File: src/rtl/resv_pkg.sv
package resv_pkg;

    typedef enum logic [1:0] {
        OP_READ  = 2'b00,
        OP_WRITE = 2'b01,
        OP_LINK  = 2'b10,
        OP_COND  = 2'b11
    } op_e;

    typedef enum logic [1:0] {
        ST_IDLE = 2'b00,
        ST_EXEC = 2'b01,
        ST_RESP = 2'b10
    } state_e;

endpackage

File: src/rtl/resv_arb.sv
module resv_arb #(
    parameter int NP = 2,
    localparam int IW = (NP > 1) ? $clog2(NP) : 1
) (
    input  logic [NP-1:0] req,
    output logic [NP-1:0] grant,
    output logic [IW-1:0] idx,
    output logic          any
);

    // lowest index wins: scan downward so the last hit is the lowest
    always_comb begin
        grant = '0;
        idx   = '0;
        any   = 1'b0;
        for (int i = NP - 1; i >= 0; i--) begin
            if (req[i]) begin
                grant    = '0;
                grant[i] = 1'b1;
                idx      = IW'(i);
                any      = 1'b1;
            end
        end
    end

endmodule

File: src/rtl/resv_table.sv
module resv_table #(
    parameter int NP = 2,
    parameter int AW = 4,
    localparam int IW = (NP > 1) ? $clog2(NP) : 1
) (
    input  logic          clk,
    input  logic          rst_n,
    input  logic          set_en,
    input  logic [IW-1:0] set_idx,
    input  logic [AW-1:0] set_addr,
    input  logic          own_clr_en,
    input  logic [IW-1:0] own_clr_idx,
    input  logic          snoop_en,
    input  logic [IW-1:0] snoop_src,
    input  logic [AW-1:0] snoop_addr,
    input  logic [IW-1:0] query_idx,
    input  logic [AW-1:0] query_addr,
    output logic          query_hit,
    output logic [NP-1:0] valid_vec
);

    logic [AW-1:0] addr_q [NP];

    for (genvar i = 0; i < NP; i++) begin : g_slot
        logic          v_q;
        logic [AW-1:0] a_q;

        always_ff @(posedge clk or negedge rst_n) begin
            if (!rst_n) begin
                v_q <= 1'b0;
                a_q <= '0;
            end else if (set_en && set_idx == IW'(i)) begin
                v_q <= 1'b1;
                a_q <= set_addr;
            end else if (own_clr_en && own_clr_idx == IW'(i)) begin
                v_q <= 1'b0;
            end else if (snoop_en && snoop_src != IW'(i) && v_q && a_q == snoop_addr) begin
                v_q <= 1'b0;
            end
        end

        assign valid_vec[i] = v_q;
        assign addr_q[i]    = a_q;
    end

    assign query_hit = valid_vec[query_idx] && (addr_q[query_idx] == query_addr);

endmodule

File: src/rtl/resv_mem.sv
module resv_mem #(
    parameter int AW = 4,
    parameter int DW = 8,
    localparam int DEPTH = 1 << AW
) (
    input  logic          clk,
    input  logic          rst_n,
    input  logic          we,
    input  logic [AW-1:0] addr,
    input  logic [DW-1:0] wdata,
    output logic [DW-1:0] rdata
);

    logic [DW-1:0] mem_q [DEPTH];

    always_ff @(posedge clk or negedge rst_n) begin
        if (!rst_n) begin
            for (int i = 0; i < DEPTH; i++) begin
                mem_q[i] <= '0;
            end
        end else if (we) begin
            mem_q[addr] <= wdata;
        end
    end

    assign rdata = mem_q[addr];

endmodule

File: src/rtl/resv_monitor.sv
module resv_monitor
    import resv_pkg::*;
#(
    parameter int NP = 2,
    parameter int AW = 4,
    parameter int DW = 8,
    localparam int IW = (NP > 1) ? $clog2(NP) : 1
) (
    input  logic             clk,
    input  logic             rst_n,
    input  logic [NP-1:0]    req_valid,
    output logic [NP-1:0]    req_ready,
    input  logic [2*NP-1:0]  req_op,
    input  logic [AW*NP-1:0] req_addr,
    input  logic [DW*NP-1:0] req_wdata,
    output logic [NP-1:0]    rsp_valid,
    output logic [DW-1:0]    rsp_rdata,
    output logic             rsp_ok
);

    state_e        state_q, state_d;
    logic [NP-1:0] grant;
    logic [IW-1:0] gidx;
    logic          gany;

    op_e           cur_op;
    logic [IW-1:0] cur_idx;
    logic [AW-1:0] cur_addr;
    logic [DW-1:0] cur_wdata;
    logic [DW-1:0] rd_q;
    logic          ok_q;

    logic          in_exec;
    logic          exec_cond;
    logic          exec_link;
    logic          resv_hit;
    logic          mem_we;
    logic [DW-1:0] mem_rdata;
    logic [NP-1:0] resv_valid;

    resv_arb #(.NP(NP)) arb_i (
        .req   (req_valid),
        .grant (grant),
        .idx   (gidx),
        .any   (gany)
    );

    // ---------------- state register ----------------
    always_ff @(posedge clk or negedge rst_n) begin
        if (!rst_n) begin
            state_q <= ST_IDLE;
        end else begin
            state_q <= state_d;
        end
    end

    always_comb begin
        state_d = state_q;
        unique case (state_q)
            ST_IDLE: if (gany) state_d = ST_EXEC;
            ST_EXEC: state_d = ST_RESP;
            ST_RESP: state_d = ST_IDLE;
            default: state_d = ST_IDLE;
        endcase
    end

    // ---------------- request capture ----------------
    always_ff @(posedge clk or negedge rst_n) begin
        if (!rst_n) begin
            cur_op    <= OP_READ;
            cur_idx   <= '0;
            cur_addr  <= '0;
            cur_wdata <= '0;
        end else if (state_q == ST_IDLE && gany) begin
            cur_op    <= op_e'(req_op[32'(gidx) * 2 +: 2]);
            cur_idx   <= gidx;
            cur_addr  <= req_addr[32'(gidx) * AW +: AW];
            cur_wdata <= req_wdata[32'(gidx) * DW +: DW];
        end
    end

    // ---------------- execution ----------------
    assign in_exec   = (state_q == ST_EXEC);
    assign exec_cond = in_exec && (cur_op == OP_COND);
    assign exec_link = in_exec && (cur_op == OP_LINK);
    assign mem_we    = in_exec && ((cur_op == OP_WRITE) || (cur_op == OP_COND && resv_hit));

    resv_mem #(.AW(AW), .DW(DW)) mem_i (
        .clk   (clk),
        .rst_n (rst_n),
        .we    (mem_we),
        .addr  (cur_addr),
        .wdata (cur_wdata),
        .rdata (mem_rdata)
    );

    resv_table #(.NP(NP), .AW(AW)) table_i (
        .clk         (clk),
        .rst_n       (rst_n),
        .set_en      (exec_link),
        .set_idx     (cur_idx),
        .set_addr    (cur_addr),
        .own_clr_en  (exec_cond),
        .own_clr_idx (cur_idx),
        .snoop_en    (mem_we),
        .snoop_src   (cur_idx),
        .snoop_addr  (cur_addr),
        .query_idx   (cur_idx),
        .query_addr  (cur_addr),
        .query_hit   (resv_hit),
        .valid_vec   (resv_valid)
    );

    always_ff @(posedge clk or negedge rst_n) begin
        if (!rst_n) begin
            rd_q <= '0;
            ok_q <= 1'b0;
        end else if (in_exec) begin
            rd_q <= (cur_op == OP_READ || cur_op == OP_LINK) ? mem_rdata : '0;
            ok_q <= (cur_op == OP_COND) ? resv_hit : 1'b1;
        end
    end

    // ---------------- outputs ----------------
    always_comb begin
        req_ready = '0;
        rsp_valid = '0;
        rsp_rdata = '0;
        rsp_ok    = 1'b0;
        unique case (state_q)
            ST_IDLE: req_ready = grant;
            ST_EXEC: ;
            ST_RESP: begin
                rsp_valid[cur_idx] = 1'b1;
                rsp_rdata          = rd_q;
                rsp_ok             = ok_q;
            end
            default: ;
        endcase
    end

endmodule

File: config.mk
export PLATFORM = sky130hd
export DESIGN_NAME = resv_monitor
export DESIGN_NICKNAME = d
export VERILOG_FILES = /design/src/rtl/resv_pkg.sv /design/src/rtl/resv_arb.sv /design/src/rtl/resv_table.sv /design/src/rtl/resv_mem.sv /design/src/rtl/resv_monitor.sv
export SDC_FILE = /design/constraint.sdc
export NUM_CORES = 1
export LEC_CHECK = 0
export ABC_AREA = 0
export BUFFER_PORTS_ARGS = -buffer_cell sky130_fd_sc_hd__buf_2
export CAP_MARGIN = 20
export CORE_ASPECT_RATIO = 0.7
export CORE_MARGIN = 4
export CORE_UTILIZATION = 26
export CTS_CLUSTER_DIAMETER = 100
export CTS_CLUSTER_SIZE = 10
export DETAILED_ROUTE_END_ITERATION = 10
export RECOVER_POWER = 100
export SYNTH_ARGS = -nofsm -noshare
export SYNTH_HDL_FRONTEND = slang
export SYNTH_SLANG_ARGS = --single-unit
File: constraint.sdc
create_clock -name clk -period 3.2 [get_ports clk]
set_input_delay 0.64 -clock clk [delete_from_list [all_inputs] [get_ports clk]]
set_output_delay 0.64 -clock clk [all_outputs]
set_load 0.01 [all_outputs]
==> run metrics, run 1 <==
R2R cell count 6; leak pwr 0.00399 uW; skew final 9.13 ps; Max Fclk 0.355 GHz; #FFs+latches synth 164; Final Max Tran Viols 97; footprint of the multi-input gates 3410 sq um; outcome finished, violations left; DP Area 8500 sq um; post-route ant nets 0; Hold Crit Class flop to flop; reg2reg start cur_addr[1]; Die Span X 214 um; RSZ-0062 raised after global routing no; Worst setup SP type flop; number of H-tree levels 4; Reg clk slew, reported paths 70 ps; number of nets in the layout 687; die area 32700 sq um; # setup viols final 0; Syn. warnings 0; root buffer cell clkbuf_16; number of fill cells 2947; Core Rows 52; maximum vdd drop 0.478 mV; maximum buffer depth of the clock tree 2; Worst-Margin Slew 1740 ps; critical path class flop to flop; global-route wire length before repair 33500 um; Fin. Hold Viols 0; Arrival @ worst endpoint 3130 ps; overall routed net length 21200 um; core area 29100 sq um; GR Util All Layers 0.130; TritonCTS clock tree yes; DR iter-0 viols 760; final sum of negative setup slack 0 ps; Slew HR -0.159; crit path time final 2810 ps; largest net degree at the start of global routing 67; vias per cell 5.18; I/O pin cnt 45; max-cap violations 2; Hold Path Depth 1; Routed WL per cell 20.2 um; gpl congestion 0.857; HPWL after DPL 14200 um; total setup buffers inserted after CTS 0; layout overhead on the synthesized area 16.7%; Sequential Area 4110 sq um; total grt overflow 0; crit path launch cur_addr[1]; Post-Syn Area 7750 sq um; critical path endpoint rd_q[7]; Crit Path Max Fanout 28; PortBufs 44; fin worst setup slack 386 ps; worst reg2reg setup slack 390 ps; period utilization 0.879; worst r2r dst rd_q[7]; Syn Nets 647; vias in the first global route 5351; Worst-Skew Late Latency 420 ps; Antenna diodes 0; clock tree sinks 164; cts repair resizes 0; DRC viols 0; Starting Density 0.266; crit end category flop; unique cell type count in the Yosys netlist 40; share of layout cells above drive strength 1 0.254; DRT Pass-1 Iters 6; initial antenna violation count 0; vias 5418; syn avg cell area 12.6 sq um; Power Dens Cells 976 nW/um^2; cell count after synthesis 615; Chip Height 152 um; failing checks capacitance limit, slew limit; number of buffers created by CTS 17; Seq/Total Area, Yosys 0.530; fin area 9040 sq um; WP data required 3520 ps; Hold Buf Count CTS 0; Setup WS pre-CTS 651 ps
## sequential cells by signal, summed over array words and instances, names as in the netlist, 2 cells and up
name / cells
cur_addr: 4
cur_op: 2
cur_wdata: 8
mem_i.mem_q: 128
rd_q: 8
state_q: 2
table_i.g_slot.a_q: 8
table_i.g_slot.v_q: 2
## placed cells by master, fill, tap and decap left out, drive strengths merged, types with 7 or more instances in the layout
cell	count
a22oi	16
inv	17
and2	16
a22o	8
a41oi	11
o21ai	16
clkbuf	33
nor2	21
mux2	41
a2bb2o	38
nand2	65
mux2i	16
o2bb2ai	50
xnor2	9
nor3	7
dfrtp	164
o22ai	8
nor2b	8
buf	56
mux4	32
## report_power, final
part | switching [uW] | internal, uW | leakage, uW
clock network | 928 | 1190 | 0.000289
registers | 717 | 2900 | 0.00221
logic | 1630 | 1460 | 0.00149
total | 3270 | 5550 | 0.00399
## metal layers
metal | routed length [um] | share of wire | global-route usage | vias up
li1 | - | - | - | 2417
met4 | 152 | 0.0072 | 0.0256 | 2
met3 | 1730 | 0.082 | 0.0393 | 18
met5 | 62 | 0.0029 | 0.0145 | -
met2 | 8560 | 0.40 | 0.171 | 204
met1 | 10700 | 0.50 | 0.206 | 2777
## critical path, cell delays in order (launching register included)
cell	delay, ps
dfrtp_2	390
clkbuf_2	570
clkbuf_2	690
mux4_2	410
a22oi_1	320
nand2_1	120
a22o_1	190
## worst min path at each step
| stage | start | endpoint | slack [ps] |
|---|---|---|---|
| after floorplan | rst_n | cur_addr[0] | 340 |
| after global placement | mem_i.mem_q[98] | mem_i.mem_q[98] | 470 |
| after detailed placement | mem_i.mem_q[68] | mem_i.mem_q[68] | 470 |
| after CTS | rst_n | mem_i.mem_q[105] | 230 |
| after global routing | mem_i.mem_q[3] | mem_i.mem_q[3] | 500 |
| final | mem_i.mem_q[116] | mem_i.mem_q[116] | 480 |
## logic make-up (layout without fill, tap and decap cells)
kind of cell	Yosys count	count (layout)	synth area share
mux	89	89	0.173
buf+inv	60	113	0.0295
xor+xnor	11	11	0.0124
compound gates	156	156	0.171
simple gates	135	135	0.0843
flops	164	164	0.530
## cell usage after synthesis
master / count / area [sq um]
o22a_1: 1 / 8.76
inv_1: 10 / 37.5
a21oi_1: 2 / 10.0
and3_1: 1 / 6.26
o41ai_4: 1 / 27.5
a41o_1: 2 / 20.0
nand2b_1: 3 / 18.8
a21o_1: 1 / 7.51
a32oi_1: 1 / 8.76
xor2_1: 2 / 17.5
o22ai_1: 8 / 50.1
o21ai_0: 16 / 80.1
nand4b_1: 1 / 8.76
and3b_1: 1 / 8.76
a22o_1: 8 / 70.1
o2bb2ai_1: 50 / 438
clkbuf_1: 37 / 139
or4b_2: 2 / 20.0
nand2_1: 65 / 244
a2bb2o_1: 38 / 380
a41oi_1: 11 / 96.3
nor4_1: 1 / 6.26
nor4b_4: 1 / 23.8
nand3b_1: 3 / 22.5
a22oi_1: 16 / 120
a31oi_1: 1 / 6.26
nor2_1: 21 / 78.8
nor3b_1: 1 / 7.51
mux4_2: 32 / 721
dfrtp_1: 164 / 4100
or4_1: 1 / 7.51
nor2b_1: 8 / 50.1
nand3_1: 3 / 15.0
and2_1: 16 / 100
mux2_2: 41 / 462
buf_1: 10 / 37.5
nor3_1: 7 / 35.0
mux2i_1: 16 / 160
buf_2: 3 / 15.0
xnor2_1: 9 / 78.8
## layout make-up
type	instances	area share
multi-input cells	391	0.377
well taps	378	0.0523
clock buffers	18	0.0486
clock inverters	14	0.0180
flip-flops and latches	164	0.454
inverters	10	0.00415
repair buffers	71	0.0458
## metrics by stage
stage	hold WS (ps)	utilization	total power, uW	instances
after floorplan	344	-	5680	615
after global placement	466	0.291	6680	1013
after detailed placement	468	0.291	6730	1013
after CTS	235	0.312	8870	1045
after global routing	502	0.310	9330	1046
final	483	0.310	8820	1046
(Power assumes the default switching activity.)
==> run 2: changes to the inputs <==
Settings changed: CTS_CLUSTER_SIZE 10 to 16.
Clock period 3.2 ns to 3.4 ns, I/O delays scaled along.
==> run metrics, run 2 (synthesized netlist as in run 1, its figures left out) <==
layout overhead on the synthesized area 16.5%; Hold Crit Class flop to flop; max-cap violations 2 (unchanged); die area 32700 sq um (unchanged); WP data required 3710 ps (+190 ps); skew final 8.50 ps (-0.627 ps); final sum of negative setup slack 0 ps (unchanged); P_sw 3050 uW (-6.7%); RSZ-0062 raised after global routing no; Hold Buf Count CTS 0 (unchanged); root buffer cell clkbuf_16; Power Dens Cells 909 nW/um^2 (-6.9%); CP max stage cell dfrtp_1; number of H-tree levels 4 (unchanged); # setup viols final 0 (unchanged); Max Fclk 0.343 GHz (-3.5%); Sw Ratio 0.372 (+0.00115); period utilization 0.858 (-0.0216); vias 5516 (+1.8%); outcome finished, violations left; worst-path cell chain mux2_1, xor2_1, o41ai_4, clkbuf_1, nand2_1, mux2_2; post-route ant nets 0 (unchanged); DRT Pass-1 Iters 5 (-1); PortBufs 44 (unchanged); Worst setup SP type flop; clock tree sinks 164 (unchanged); I/O pin cnt 45 (unchanged); overall routed net length 21500 um (+1.4%); core area 29100 sq um (unchanged); Die Span X 214 um (unchanged); critical path class flop to flop; Largest Register mem_i.mem_q; Worst-Margin Slew 2220 ps (+477 ps); max FFs per register 128 (unchanged); vias in the first global route 5371 (+0.37%); TritonCTS clock tree yes; maximum vdd drop 0.462 mV (-3.3%); Routed WL per cell 20.5 um (+1.2%); Starting Density 0.266 (unchanged); Arrival @ worst endpoint 3230 ps (+100 ps); DP Area 8490 sq um (about the same); commonest cells after routing, fill and taps aside dfrtp_1 (162), nand2_1 (65), o2bb2ai_1 (50); Final Max Tran Viols 115 (+19%); global-route wire length before repair 33500 um (+0.21%); largest net degree at the start of global routing 85 (+27%); initial antenna violation count 0 (unchanged); DR iter-0 viols 473 (-38%); HPWL after DPL 14200 um (+0.48%); fin area 9020 sq um (-0.18%); total grt overflow 0 (unchanged); failing checks capacitance limit, slew limit; worst hold slack 481 ps (-2.16 ps); number of buffers created by CTS 17 (unchanged); total setup buffers inserted after CTS 0 (unchanged); crit end category flop; vias per cell 5.26 (+1.6%); cts repair resizes 0 (unchanged); crit path time final 2920 ps (+102 ps); leak pwr 0.00397 uW (-0.54%); Chip Height 152 um (unchanged); Reg clk slew, reported paths 60 ps (about the same); critical path's largest stage delay 650 ps (-40 ps); number of nets in the layout 688 (+0.15%); Slew HR -0.477 (-0.318); register share of total power 0.419 (+0.009); gpl congestion 0.848 (-1.1%); share of layout cells above drive strength 1 0.253 (-0.00188); Fin. Hold Viols 0 (unchanged); Crit Path Max Fanout 15 (-46%); GR Util All Layers 0.132 (+0.00197); Internal 5150 uW (-7.2%); clock network power share 0.231 (-0.009); Core Rows 52 (unchanged); commonest non-fill, non-tap cell in the layout dfrtp_1; maximum buffer depth of the clock tree 2 (unchanged); Comb pwr share 0.350 (about the same); Worst-Skew Late Latency 430 ps (about the same); DRC viols 0 (unchanged)
run 2: changes by cell type in the layout (fill, tap and decap cells not counted), sizes merged:
cell	delta
clkbuf	+1
inv	-3
clkinvlp	+3
diode	+1
clkinv	-1
bufinv	-1
buf	+2
run 2: power by group through the flow:
stage	registers, uW	logic (uW)	clock network [uW]
after floorplan	3020	2320	0
after global placement	3430	2840	0
after detailed placement	3440	2880	0
after CTS	3420	2890	1920
after global routing	3550	3120	2010
final	3440	2870	1900
run 2: cell type report:
class,count,area [sq um]
inverter,10,37.5
clock inverter,12,120
clock buffer,20,457
antenna,1,2.50
multi-input combinational,391,3410
sequential,164,4110
timing repair buffer,72,420
tap,378,473
fill,2964,20100
run 2: path summary, 6_finish.rpt:
check / startpoint / cells after the start / slack (ps) / end
min in group asynchronous: rst_n / 1 / 830 / mem_i.mem_q[113]
worst max register to register: cur_idx / 6 / 480 / mem_i.mem_q[33]
worst min register to register: mem_i.mem_q[97] / 1 / 480 / mem_i.mem_q[97]
worst max-delay path: cur_idx / 6 / 480 / mem_i.mem_q[33]
max in group asynchronous: rst_n / 2 / 920 / mem_i.mem_q[73]
worst min-delay path: mem_i.mem_q[97] / 1 / 480 / mem_i.mem_q[97]
run 2: through the flow:
stage / instances / util / total power [uW] / worst slack (ps)
6_report: 1048 / 0.310 / 8200 / 483
5_1_grt: 1047 / 0.309 / 8680 / 314
4_1_cts: 1046 / 0.311 / 8240 / 718
3_5_place_dp: 1014 / 0.291 / 6320 / 731
3_3_place_gp: 1014 / 0.291 / 6270 / 796
2_1_floorplan: 615 / - / 5340 / 981
run 2: per-layer routing:
metal | GRT usage | share of wire
met5 | 0.00870 | 0.0021
met4 | 0.0278 | 0.015
met3 | 0.0437 | 0.089
met2 | 0.171 | 0.40
met1 | 0.208 | 0.50
run 2: worst max-delay path: cells and delay by family, from the launching register on:
| kind | cells | cell delay [ps] |
|---|---|---|
| XOR/XNOR | 1 | 180 |
| AND/OR/NAND/NOR | 1 | 410 |
| AO/OA/AOI/OAI | 1 | 330 |
| multiplexers | 2 | 810 |
| buffers and inverters | 1 | 420 |
| flip-flops | 1 | 650 |
